File: config.mk
export PLATFORM = sky130hd
export DESIGN_NAME = flo_offset_loader
export DESIGN_NICKNAME = d
export VERILOG_FILES = /design/src/rtl/flo_pkg.sv /design/src/rtl/flo_mode_latch.sv /design/src/rtl/flo_par_loader.sv /design/src/rtl/flo_ser_loader.sv /design/src/rtl/flo_offset_loader.sv
export SDC_FILE = /design/constraint.sdc
export NUM_CORES = 1
export LEC_CHECK = 0
export BUFFER_PORTS_ARGS = -buffer_cell sky130_fd_sc_hd__buf_2
export CAP_MARGIN = 20
export CORE_MARGIN = 1
export CORE_UTILIZATION = 30
export DETAILED_ROUTE_END_ITERATION = 10
export MAX_ROUTING_LAYER = met4
export PLACE_DENSITY = 0.56
export SLEW_MARGIN = 20
export SYNTH_ARGS = -nofsm -noshare
export SYNTH_HDL_FRONTEND = slang
export SYNTH_SLANG_ARGS = --single-unit
File: constraint.sdc
create_clock -name clk -period 1.5 [get_ports clk]
set_input_delay 0 -clock clk [delete_from_list [all_inputs] [get_ports clk]]
set_output_delay 0 -clock clk [all_outputs]
set_load 0.1 [all_outputs]
File: src/rtl/flo_pkg.sv
package flo_pkg;

  typedef enum logic [1:0] {
    MODE_PRESET   = 2'd0,
    MODE_PARALLEL = 2'd1,
    MODE_SERIAL   = 2'd2
  } flo_mode_e;

  // Method decode: the top two codes pick the loaders, every other code is a preset.
  function automatic flo_mode_e flo_mode_of(input logic [2:0] code);
    case (code)
      3'b110:  return MODE_PARALLEL;
      3'b111:  return MODE_SERIAL;
      default: return MODE_PRESET;
    endcase
  endfunction

  // Preset values; unlisted codes fall back to 64.
  function automatic int unsigned flo_preset_of(input logic [2:0] code);
    case (code)
      3'b001:  return 8;
      3'b010:  return 16;
      3'b011:  return 64;
      3'b100:  return 256;
      3'b101:  return 1024;
      default: return 64;
    endcase
  endfunction

endpackage

File: src/rtl/flo_mode_latch.sv
module flo_mode_latch
  import flo_pkg::*;
#(
  parameter int OFF_W = 11
) (
  input  logic             clk,
  input  logic             rst_n,
  input  logic [2:0]       meth_sel,
  output flo_mode_e        mode,
  output logic [OFF_W-1:0] preset_val
);

  // Capture on every edge with reset low; hold afterwards.
  always_ff @(posedge clk) begin
    if (!rst_n) begin
      mode       <= flo_mode_of(meth_sel);
      preset_val <= OFF_W'(flo_preset_of(meth_sel));
    end
  end

endmodule

File: src/rtl/flo_par_loader.sv
module flo_par_loader #(
  parameter int OFF_W  = 11,
  parameter int DATA_W = 36
) (
  input  logic              clk,
  input  logic              rst_n,
  input  logic              active,
  input  logic              wr_en,
  input  logic [DATA_W-1:0] wr_data,
  output logic [OFF_W-1:0]  x_val,
  output logic [OFF_W-1:0]  y_val,
  output logic              done,
  output logic              par_wr_x,
  output logic              par_wr_y
);

  logic             second;   // X already written
  logic [OFF_W-1:0] low_data;
  logic             unused_hi;

  assign low_data  = wr_data[OFF_W-1:0];
  assign unused_hi = ^wr_data[DATA_W-1:OFF_W];

  assign par_wr_x = active && wr_en && !done && !second;
  assign par_wr_y = active && wr_en && !done &&  second;

  always_ff @(posedge clk) begin
    if (!rst_n) begin
      x_val  <= '0;
      y_val  <= '0;
      second <= 1'b0;
      done   <= 1'b0;
    end else begin
      if (par_wr_x) begin
        x_val  <= low_data;
        second <= 1'b1;
      end
      if (par_wr_y) begin
        y_val <= low_data;
        done  <= 1'b1;
      end
    end
  end

endmodule

File: src/rtl/flo_ser_loader.sv
module flo_ser_loader #(
  parameter int OFF_W = 11
) (
  input  logic             clk,
  input  logic             rst_n,
  input  logic             active,
  input  logic             ser_en_n,
  input  logic             ser_bit,
  output logic [OFF_W-1:0] x_val,
  output logic [OFF_W-1:0] y_val,
  output logic             done,
  output logic             ser_shift,
  output logic             ser_last
);

  localparam int CHAIN_W = 2 * OFF_W;
  localparam int CNT_W   = $clog2(CHAIN_W + 1);

  logic [CHAIN_W-1:0] chain;
  logic [CNT_W-1:0]   bit_cnt;

  assign ser_shift = active && !ser_en_n && !done;
  assign ser_last  = ser_shift && (bit_cnt == CNT_W'(CHAIN_W - 1));

  // Y occupies the upper half of the chain, so the first bit in ends as Y's MSB.
  assign y_val = chain[CHAIN_W-1:OFF_W];
  assign x_val = chain[OFF_W-1:0];

  always_ff @(posedge clk) begin
    if (!rst_n) begin
      chain   <= '0;
      bit_cnt <= '0;
      done    <= 1'b0;
    end else if (ser_shift) begin
      chain   <= {chain[CHAIN_W-2:0], ser_bit};
      bit_cnt <= bit_cnt + CNT_W'(1);
      if (ser_last) done <= 1'b1;
    end
  end

endmodule

File: src/rtl/flo_offset_loader.sv
module flo_offset_loader
  import flo_pkg::*;
#(
  parameter int OFF_W  = 11,
  parameter int DATA_W = 36
) (
  input  logic              clk,
  input  logic              rst_n,
  input  logic [2:0]        meth_sel,
  input  logic              wr_en,
  input  logic [DATA_W-1:0] wr_data,
  input  logic              ser_en_n,
  input  logic              ser_bit,
  output logic [OFF_W-1:0]  x_off,
  output logic [OFF_W-1:0]  y_off,
  output logic              prog_done
);

  flo_mode_e        mode;
  logic [OFF_W-1:0] preset_val;
  logic             pre_done;
  logic [OFF_W-1:0] par_x, par_y, ser_x, ser_y;
  logic             par_done, ser_done;
  logic             par_wr_x, par_wr_y, ser_shift, ser_last;
  logic             par_act, ser_act;

  assign par_act = (mode == MODE_PARALLEL);
  assign ser_act = (mode == MODE_SERIAL);

  flo_mode_latch #(.OFF_W(OFF_W)) u_mode (
    .clk(clk), .rst_n(rst_n), .meth_sel(meth_sel),
    .mode(mode), .preset_val(preset_val)
  );

  flo_par_loader #(.OFF_W(OFF_W), .DATA_W(DATA_W)) u_par (
    .clk(clk), .rst_n(rst_n), .active(par_act),
    .wr_en(wr_en), .wr_data(wr_data),
    .x_val(par_x), .y_val(par_y), .done(par_done),
    .par_wr_x(par_wr_x), .par_wr_y(par_wr_y)
  );

  flo_ser_loader #(.OFF_W(OFF_W)) u_ser (
    .clk(clk), .rst_n(rst_n), .active(ser_act),
    .ser_en_n(ser_en_n), .ser_bit(ser_bit),
    .x_val(ser_x), .y_val(ser_y), .done(ser_done),
    .ser_shift(ser_shift), .ser_last(ser_last)
  );

  // Presets are final one edge after reset releases.
  always_ff @(posedge clk) begin
    if (!rst_n) pre_done <= 1'b0;
    else        pre_done <= 1'b1;
  end

  always_comb begin
    case (mode)
      MODE_PARALLEL: begin x_off = par_x; y_off = par_y; prog_done = par_done; end
      MODE_SERIAL:   begin x_off = ser_x; y_off = ser_y; prog_done = ser_done; end
      default:       begin x_off = preset_val; y_off = preset_val; prog_done = pre_done; end
    endcase
  end

endmodule

# --- After elaboration in Yosys (flattened, before gate mapping) ---
# Cells that the tools add are included.
word_totals:
  reg_bits: 66
  input_bits: 44
  output_inout_bits: 23
  word_cells: 38
op_classes:
  addsub: 1
  eq_ne: 9
  mux: 6
  n_reduce_logical: 12
op_table:
  columns: ["cell", "n"]
  rows:
  - ["case mux 11 bit (2 select lines)", 2]
  - ["case mux 11 bit (4 select lines)", 1]
  - ["equality test 3 bit (second input constant)", 4]
  - ["logical AND 1 bit", 7]
  - ["adder 5 x 1 -> 5 bit (second input constant)", 1]
  - ["equality test 5 bit (second input constant)", 1]
  - ["zero test 1 bit", 4]
  - ["case mux 2 bit (2 select lines)", 1]
  - ["equality test 3 x 1 -> 1 bit (second input constant)", 1]
  - ["equality test 3 x 2 -> 1 bit (second input constant)", 1]
  - ["equality test 2 x 1 -> 1 bit (second input constant)", 1]
  - ["equality test 2 bit (second input constant)", 1]
  - ["case mux 1 bit (2 select lines)", 1]
  - ["AND reduction 2 bit", 1]
  - ["2-to-1 mux 1 bit", 1]

# --- Depth between registers and ports, before layout ---
# Gate-level depths: netlist of the first run.
depth:
  word_depth: 5
  mapped_depth: 8

# --- By module ---
# Synthesis of the first run repeated with hierarchy kept, for this count alone.
unflattened:
  cells_unflattened: 311
  hier_area_um2: 2920.3
by_module_without_submodules:
  columns: ["module", "n_inst", "cells_per_inst", "area_each_um2", "seq_area_each_um2"]
  rows:
  - ["flo_ser_loader", 1, 126, 1124.8, 560.5]
  - ["flo_par_loader", 1, 90, 934.6, 480.5]
  - ["flo_offset_loader", 1, 71, 536.8, 20.0]
  - ["flo_mode_latch", 1, 24, 324.1, 210.2]

# --- Least setup slack after synthesis of the first run ---
# OpenSTA, ideal clock, no wires.
synth_path:
  kind: "reg2out"
  start: "register u_mode.mode[0]"
  end: "output port prog_done"
  t_arrival_ns: 2.987
  t_required_ns: 1.500
  setup_slack_ns: -1.487
  stages_incl_launch_ff: 5
  n_path_buf: 1
  path_cell_list: "edfxtp_1 > inv_1 > ha_1 > clkbuf_1 > o21ai_0"
synth_between:
  elab_chain_len: 2
  word_cells_on_any_way: 3
  classes_between: "eq/ne (2); mux (1)"
synth_lines:
  columns: ["item", "line_no", "rtl"]
  rows:
  - ["start: declaration", "flo_mode_latch.sv:9", "output flo_mode_e mode,"]
  - ["start signal: assignment", "flo_mode_latch.sv:16", "mode <= flo_mode_of(meth_sel);"]
  - ["equality test 2 bit / equality test 2 x 1 -> 1 bit (equally long branches)", "flo_offset_loader.sv:56", "case (mode)"]
  - ["case mux 1 bit (2 select lines) *", "flo_offset_loader.sv:56", null]
  - ["end: declaration", "flo_offset_loader.sv:16", "output logic prog_done"]
# Mark *: on every way between the ends. The rest lies on a longest branch, timed or not.

# --- Worst setup path after layout of the first run ---
layout_path:
  start: "register u_mode.mode[0]"
  end: "output port x_off[4]"
layout_between:
  elab_chain_len: 2
  word_cells_on_any_way: 3
  classes_between: "eq/ne (2); mux (1)"
layout_lines:
  columns: ["item", "line_no", "rtl"]
  rows:
  - ["equality test 2 bit / equality test 2 x 1 -> 1 bit (equally long branches)", "flo_offset_loader.sv:56", null]
  - ["case mux 11 bit (2 select lines) *", "flo_offset_loader.sv:56", null]
  - ["end: declaration", "flo_offset_loader.sv:14", "output logic [OFF_W-1:0] x_off,"]
# Marked as above.

==> results of run 1 <==
## critical path, cell delays in order, from the launching register on
cell	delay, ns
sky130_fd_sc_hd__edfxtp_1	0.44
sky130_fd_sc_hd__inv_2	0.09
sky130_fd_sc_hd__ha_4	0.23
sky130_fd_sc_hd__buf_12	0.15
sky130_fd_sc_hd__a221oi_4	0.17
sky130_fd_sc_hd__buf_4	0.15
sky130_fd_sc_hd__nor2_4	0.03
sky130_fd_sc_hd__buf_12	0.16
## power by group
part           internal (W)  leakage, nW  total (W)  switching (W)
clock network       0.00122        0.134    0.00187       0.000650
logic              0.000609         1.10    0.00141       0.000805
registers           0.00166        0.496    0.00170      0.0000360
total               0.00349         1.73    0.00498        0.00149
## cell families (layout without fill, tap and decap cells)
group	count (synthesis)	count (layout)	synth area share
mux	2	2	0.00795
flops	60	60	0.505
buf+inv	31	119	0.0487
compound gates	74	74	0.177
simple gates	129	129	0.234
fa+ha+maj	4	4	0.0199
xor+xnor	2	2	0.00696
## metal layers
layer  share of wire  vias up  wire length [um]
met5               0        -                 0
met3           0.035        9               269
met2            0.49       42              3860
met1            0.46     1242              3570
met4           0.012        0                95
li1                -     1227                 -
## cell usage in the layout (no fill, tap or decap), types with 13 or more instances in the layout
master / synthesis / layout
sky130_fd_sc_hd__nand2_1: 59 / 36
sky130_fd_sc_hd__buf_12: 0 / 33
sky130_fd_sc_hd__o21ai_1: 0 / 20
sky130_fd_sc_hd__clkbuf_8: 0 / 13
sky130_fd_sc_hd__nand2_4: 0 / 16
sky130_fd_sc_hd__buf_4: 1 / 15
sky130_fd_sc_hd__dlygate4sd3_1: 0 / 16
sky130_fd_sc_hd__dfxtp_1: 53 / 53
sky130_fd_sc_hd__nor2_4: 0 / 22
sky130_fd_sc_hd__buf_2: 2 / 18
sky130_fd_sc_hd__a21oi_2: 0 / 21
## sequential cells by signal, summed over array words and instances, names as in the netlist
| register | cells |
|---|---|
| u_par.second | 1 |
| u_ser.chain | 22 |
| u_ser.bit_cnt | 5 |
| u_par.done | 1 |
| u_ser.done | 1 |
| u_par.y_val | 11 |
| u_par.x_val | 11 |
| u_mode.mode | 2 |
| u_mode.preset_val | 5 |
| pre_done | 1 |
## layout make-up
class,instances,share of cell area
inverter,7,0.00545
sequential,60,0.264
timing repair buffer,96,0.264
clock inverter,2,0.0125
multi-input combinational,211,0.385
clock buffer,14,0.0423
tap,105,0.0273
## timing repair
item	in CTS	in global routing
hold buffers	16	0
pin swaps	12	52
resized for setup	31	107
buffers inserted	2	3
endpoints found under the hold margin	27	0
gates cloned	1	8
setup endpoints to repair	67	72
## per-stage QoR
stage	area, um2	setup TNS, ns	util	cells	hold slack, ns
floorplan	2900	-1.17	-	302	0.0277
global placement	3640	-0.552	0.445	450	0.261
detailed placement	3640	-1.85	0.445	450	0.279
CTS	4260	-8.16	0.521	485	0.0268
global route	4820	-14.50	0.590	495	0.0878
finish	4820	-10.30	0.590	495	0.0715
## worst max path at each step
stage / to / slack [ns] / depth (start not counted)
finish: x_off[4] / -0.29 / 7
global route: y_off[6] / -0.36 / 7
CTS: x_off[3] / -0.32 / 7
detailed placement: u_ser.chain[0] / -0.08 / 6
global placement: u_ser.chain[0] / -0.03 / 6
floorplan: u_ser.bit_cnt[2] / -0.10 / 7
==> metrics.json, run 1 <==
{
  "run_status": {
    "outcome": "finished, violations left",
    "failed_checks": "setup timing"
  },
  "critical_path": {
    "crit-reg2reg-capture": "u_ser.bit_cnt[2]",
    "timing.critical_path.to_type": "output pin",
    "r2r_cells": 5,
    "critical_path_required_ns": 1.50,
    "worstSetupStartpointType": "register",
    "critPathKind": "reg -> out",
    "reg2reg_slack_ns": -0.22,
    "cp_data_arrival_time_ns": 1.79,
    "setup.worst_path.start": "u_mode.mode[0]",
    "crit_fanout": 6,
    "r2r-start": "u_mode.mode[0]"
  },
  "sta": {
    "timing.clock.skew_ns": 0.00645,
    "final_period_minus_worst_setup_slack_ns": 1.79,
    "slew_headroom": 0.558,
    "worst_pin_slew_ns": 0.662,
    "setup_repair_after_global_routing_missed_its_margin": "yes",
    "hold_violations": 0,
    "min_period_over_period": 1.19,
    "setup-violations-final": 67,
    "achievable-frequency_mhz": 560,
    "setup_ws_ns": -0.286,
    "final-max-slew-violation-count": 0
  },
  "detailed_routing": {
    "route.detailed.drc": 0,
    "detail-route-antenna-nets": 0,
    "route.detailed.wl_per_inst_um": 15.7,
    "drtIter0Drc": 138,
    "via_count": 2520,
    "vias_per_instance": 5.09,
    "drtPass1Iterations": 4,
    "routed_wl_um": 7790
  },
  "global_route": {
    "grt_util_met1": 0.219,
    "globalRouteOverflowTotal": 0,
    "met2_track_demand_over_resource_in_global_routing": 0.267,
    "globalRouteMet3Util": 0.0569,
    "grt_pass1_wl_um": 11000,
    "groute.usage.overall": 0.174,
    "antenna_found_initial": 0,
    "grt_start_max_net_pins": 40,
    "grt-busiest-layer": "met2",
    "grt_pass1_vias": 2219
  },
  "logic_synthesis": {
    "synth_top_cell_by_area": "sky130_fd_sc_hd__dfxtp_1",
    "netlist_instances": 302,
    "synth_top_flop_cell": "sky130_fd_sc_hd__dfxtp_1",
    "synth-edff-count": 7,
    "syn_avg_cell_area_um2": 8.34,
    "post-synth-top-area-fraction": 0.421,
    "synth-seq-cells": 60,
    "yosysWarningCount": 0,
    "synth.net_count": 350,
    "post-synth-top-count-cell": "sky130_fd_sc_hd__nand2_1",
    "post_synth_most_frequent_cells": "sky130_fd_sc_hd__nand2_1 (59), sky130_fd_sc_hd__dfxtp_1 (53), sky130_fd_sc_hd__nor2_1 (27)",
    "post_synth_num_cell_types": 35,
    "dominant_cells_by_area_after_synthesis": "sky130_fd_sc_hd__dfxtp_1 (42%), sky130_fd_sc_hd__nand2_1 (8.8%), sky130_fd_sc_hd__edfxtp_1 (8.3%), sky130_fd_sc_hd__a21oi_1 (4.8%), sky130_fd_sc_hd__o21ai_0 (4.8%)",
    "syn-cell-area_um2": 2520,
    "yosysSeqAreaShare": 0.505,
    "ys_async_sr_fraction": 0
  },
  "flow_run": {
    "max_cap_viol": 0
  },
  "final_layout": {
    "layout.nets": 433,
    "filler_cell_count": 651,
    "n_antenna_cell": 0,
    "multi_input_area_um2": 1850,
    "combined_flip_flop_and_latch_cell_area_um2": 1270,
    "layout_overhead_on_the_synthesized_area_pct": 91.5,
    "drive_gt1_frac": 0.538
  },
  "clocking": {
    "clk-insertion-delay-late_ns": 0.35,
    "cts_num_sinks": 60,
    "path_clk_slew_ns": 0.06,
    "cts_max_level": 3,
    "tritoncts": "done",
    "cts_root_buffer": "sky130_fd_sc_hd__clkbuf_8",
    "clock_path_buffers": 2,
    "cts_made_buffers": 9
  },
  "floorplanning": {
    "die_x_um": 93.6,
    "core_um2": 8180,
    "dieArea_um2": 8760,
    "pin_count": 67,
    "initial_core_util": 0.308,
    "cell_row_count": 33,
    "die-height_um": 93.6
  },
  "worst_hold_path": {
    "worst_hold_path_type": "in -> reg",
    "worst_hold_startpoint": "wr_en",
    "whs_path_depth": 3,
    "hold_end": "u_par.second"
  },
  "place": {
    "place_congestion": 0.707,
    "pre_cts_slack_ns": -0.0764,
    "detailedPlacementHpwl_um": 4560,
    "port-buffer-count": 41
  },
  "power": {
    "maximum_vdd_drop_uv": 545,
    "power_density_nw_per_um2": 1030,
    "report.power.total_w": 0.00498,
    "static-leakage-power_nw": 1.73
  }
}
Note: power is estimated with default switching activity, not from simulation.
==> run 2, diff against run 1 <==
--- a/config.mk
+++ b/config.mk
@@ -7,12 +7,13 @@
 export LEC_CHECK = 0
 export BUFFER_PORTS_ARGS = -buffer_cell sky130_fd_sc_hd__buf_2
 export CAP_MARGIN = 20
+export CELL_PAD_IN_SITES_DETAIL_PLACEMENT = 1
+export CELL_PAD_IN_SITES_GLOBAL_PLACEMENT = 1
 export CORE_MARGIN = 1
 export CORE_UTILIZATION = 30
 export DETAILED_ROUTE_END_ITERATION = 10
 export MAX_ROUTING_LAYER = met4
-export PLACE_DENSITY = 0.56
-export SLEW_MARGIN = 20
+export PLACE_DENSITY = 0.71
 export SYNTH_ARGS = -nofsm -noshare
 export SYNTH_HDL_FRONTEND = slang
 export SYNTH_SLANG_ARGS = --single-unit
==> run 2 against run 1 <==
The flow finishes with violations (hold timing, setup timing). Final area down 1.6%. Non-clock buffer count up 2. Fmax down 7.2%. Die area unchanged. First-iteration DRC count unchanged. Clock skew up 0.0029 ns. Critical path type is now reg -> reg. Largest power group is now sequential cells.
==> metrics.json, run 2 (synthesis gave the netlist of run 1 again) <==
{
  "critical_path": {
    "critical-path-max-stage-delay_ns": 0.45,
    "critical_path_required_ns": 1.79,
    "r2r-start": "u_mode.mode[0]",
    "r2r_cells": 9,
    "timing.critical_path.to_type": "register",
    "worstSetupStartpointType": "register",
    "crit_path_top_delay_cell": "sky130_fd_sc_hd__edfxtp_1",
    "cp_data_arrival_time_ns": 2.21,
    "cp_cell_sequence": "inv_2, ha_4, buf_12, nor3b_4, buf_6, buf_6, buf_6, nand2_4, a21oi_2",
    "crit-reg2reg-capture": "u_ser.chain[3]",
    "critical_path.most_common_cell": "sky130_fd_sc_hd__buf_6",
    "crit_fanout": 5,
    "critPathKind": "reg -> reg",
    "reg2reg_slack_ns": -0.42
  },
  "detailed_routing": {
    "routed_wl_um": 11500,
    "via_count": 2731,
    "vias_per_instance": 5.49,
    "detail-route-antenna-nets": 0,
    "drtPass1Iterations": 4,
    "route.detailed.wl_per_inst_um": 23.1,
    "route.detailed.drc": 0,
    "drtIter0Drc": 138
  },
  "run_status": {
    "outcome": "finished, violations left",
    "failed_checks": "hold timing, setup timing"
  },
  "global_route": {
    "grt_pass1_vias": 2794,
    "grt_start_max_net_pins": 28,
    "grt_pass1_wl_um": 14700,
    "groute.usage.overall": 0.233,
    "globalRouteOverflowTotal": 0,
    "antenna_found_initial": 0
  },
  "place": {
    "detailedPlacementHpwl_um": 5230,
    "port-buffer-count": 41,
    "pre_cts_slack_ns": -0.101,
    "place_congestion": 0.766
  },
  "sta": {
    "hold_violations": 1,
    "timing.clock.skew_ns": 0.00932,
    "achievable-frequency_mhz": 520,
    "setup_ws_ns": -0.425,
    "min_period_over_period": 1.28,
    "slew_headroom": 0.750,
    "setup-violations-final": 74,
    "worst_pin_slew_ns": 0.374,
    "setup_repair_after_global_routing_missed_its_margin": "yes",
    "worst_hold_margin_ns": -0.00916,
    "final-max-slew-violation-count": 0,
    "final_period_minus_worst_setup_slack_ns": 1.92
  },
  "floorplanning": {
    "pin_count": 67,
    "dieArea_um2": 8760,
    "cell_row_count": 33,
    "die_x_um": 93.6,
    "core_um2": 8180,
    "die-height_um": 93.6,
    "initial_core_util": 0.308
  },
  "final_layout": {
    "drive_gt1_frac": 0.543,
    "layout.nets": 435,
    "layout_top_registers": "u_ser.chain x22, u_par.x_val x11, u_par.y_val x11",
    "largest-register": "u_ser.chain",
    "n_antenna_cell": 0,
    "layout_overhead_on_the_synthesized_area_pct": 88.5,
    "final_common_cell": "sky130_fd_sc_hd__dfxtp_1",
    "layout.cells.most_common_list": "sky130_fd_sc_hd__dfxtp_1 (53), sky130_fd_sc_hd__buf_12 (33), sky130_fd_sc_hd__nand2_1 (30)",
    "largest_reg_flops": 22
  },
  "clocking": {
    "cts_max_level": 3,
    "cts_root_buffer": "sky130_fd_sc_hd__clkbuf_8",
    "clock_path_buffers": 2,
    "path_clk_slew_ns": 0.08,
    "cts_num_sinks": 60,
    "clk-insertion-delay-late_ns": 0.37,
    "cts_made_buffers": 9,
    "tritoncts": "done"
  },
  "power": {
    "power_switching_share": 0.344,
    "power.combinational.fraction": 0.304,
    "power_frac_seq": 0.359,
    "static-leakage-power_nw": 1.80,
    "maximum_vdd_drop_uv": 696,
    "p_switching_w": 0.00163,
    "power_density_nw_per_um2": 998,
    "pwr-share-clk": 0.338,
    "internal_power_w": 0.00311,
    "report.power.total_w": 0.00474
  },
  "worst_hold_path": {
    "worst_hold_path_type": "in -> reg",
    "hold_end": "u_mode.preset_val[10]",
    "worst_hold_startpoint": "meth_sel[1]",
    "whs_path_depth": 2
  },
  "flow_run": {
    "max_cap_viol": 0
  }
}
[run 2: cell count changes in the layout (fill, tap and decap cells not counted), sizes merged]
cell / delta
clkbuf: -3
dlygate4sd3: -4
bufinv: -1
clkinvlp: +1
clkinv: +2
buf: +7
[run 2: how the worst max path moves through the flow]
stage / start / endpoint
3_5_place_dp: u_mode.mode[1] / y_off[5]
6_report: u_mode.mode[0] / u_ser.chain[3]
5_1_grt: u_mode.mode[0] / u_ser.chain[3]
4_1_cts: u_mode.mode[1] / y_off[8]
2_1_floorplan: u_mode.mode[0] / u_ser.bit_cnt[2]
3_3_place_gp: u_mode.mode[1] / y_off[5]
[run 2: per-stage QoR]
step | area, um2 | setup TNS, ns | util | instances
after floorplan | 2900 | -1.17 | - | 302
after global placement | 3630 | -0.249 | 0.444 | 449
after detailed placement | 3630 | -2.33 | 0.444 | 449
after CTS | 4290 | -14.44 | 0.524 | 492
after global routing | 4740 | -26.41 | 0.580 | 497
final | 4740 | -22.41 | 0.580 | 497
[run 2: layout make-up]
| type | count | area (um2) |
|---|---|---|
| Clock inverter | 4 | 47.5 |
| Multi-Input combinational cell | 211 | 1840 |
| Sequential cell | 60 | 1270 |
| Clock buffer | 12 | 155 |
| Inverter | 7 | 26.3 |
| Tap cell | 105 | 131 |
| Timing Repair Buffer | 98 | 1280 |
| Fill cell | 851 | 3430 |
[run 2: what timing repair did]
action	4_1_cts	5_1_grt
gates resized for setup	54	80
gates cloned	4	4
hold buffers	12	0
endpoints found under the setup margin	69	74
setup buffers	11	3
endpoints found under the hold margin	22	0
pin swaps	20	48
[run 2: routing by layer]
metal | up-vias | global-route usage | wire length [um]
li1 | 1224 | - | -
met1 | 1387 | 0.267 | 4480
met2 | 90 | 0.407 | 6050
met3 | 30 | 0.0350 | 510
met4 | 0 | 0.0949 | 453
met5 | - | - | 0
[run 2: worst max-delay path: cells and delay by family, from the launching register on]
| family | cells | cell delay [ns] |
|---|---|---|
| DFF | 1 | 0.45 |
| adders and majority gates | 1 | 0.23 |
| AOI/OAI and AO/OA | 1 | 0.19 |
| and+or+nand+nor | 2 | 0.29 |
| buffers and inverters | 5 | 0.67 |
[run 2: power by group through the flow]
stage                     clock [W]  combinational [W]  sequential [W]
after floorplan                   0           0.000754         0.00172
after global placement            0            0.00112         0.00172
after detailed placement          0            0.00114         0.00173
after CTS                   0.00151            0.00127         0.00169
after global routing        0.00166            0.00148         0.00170
final                       0.00160            0.00144         0.00170
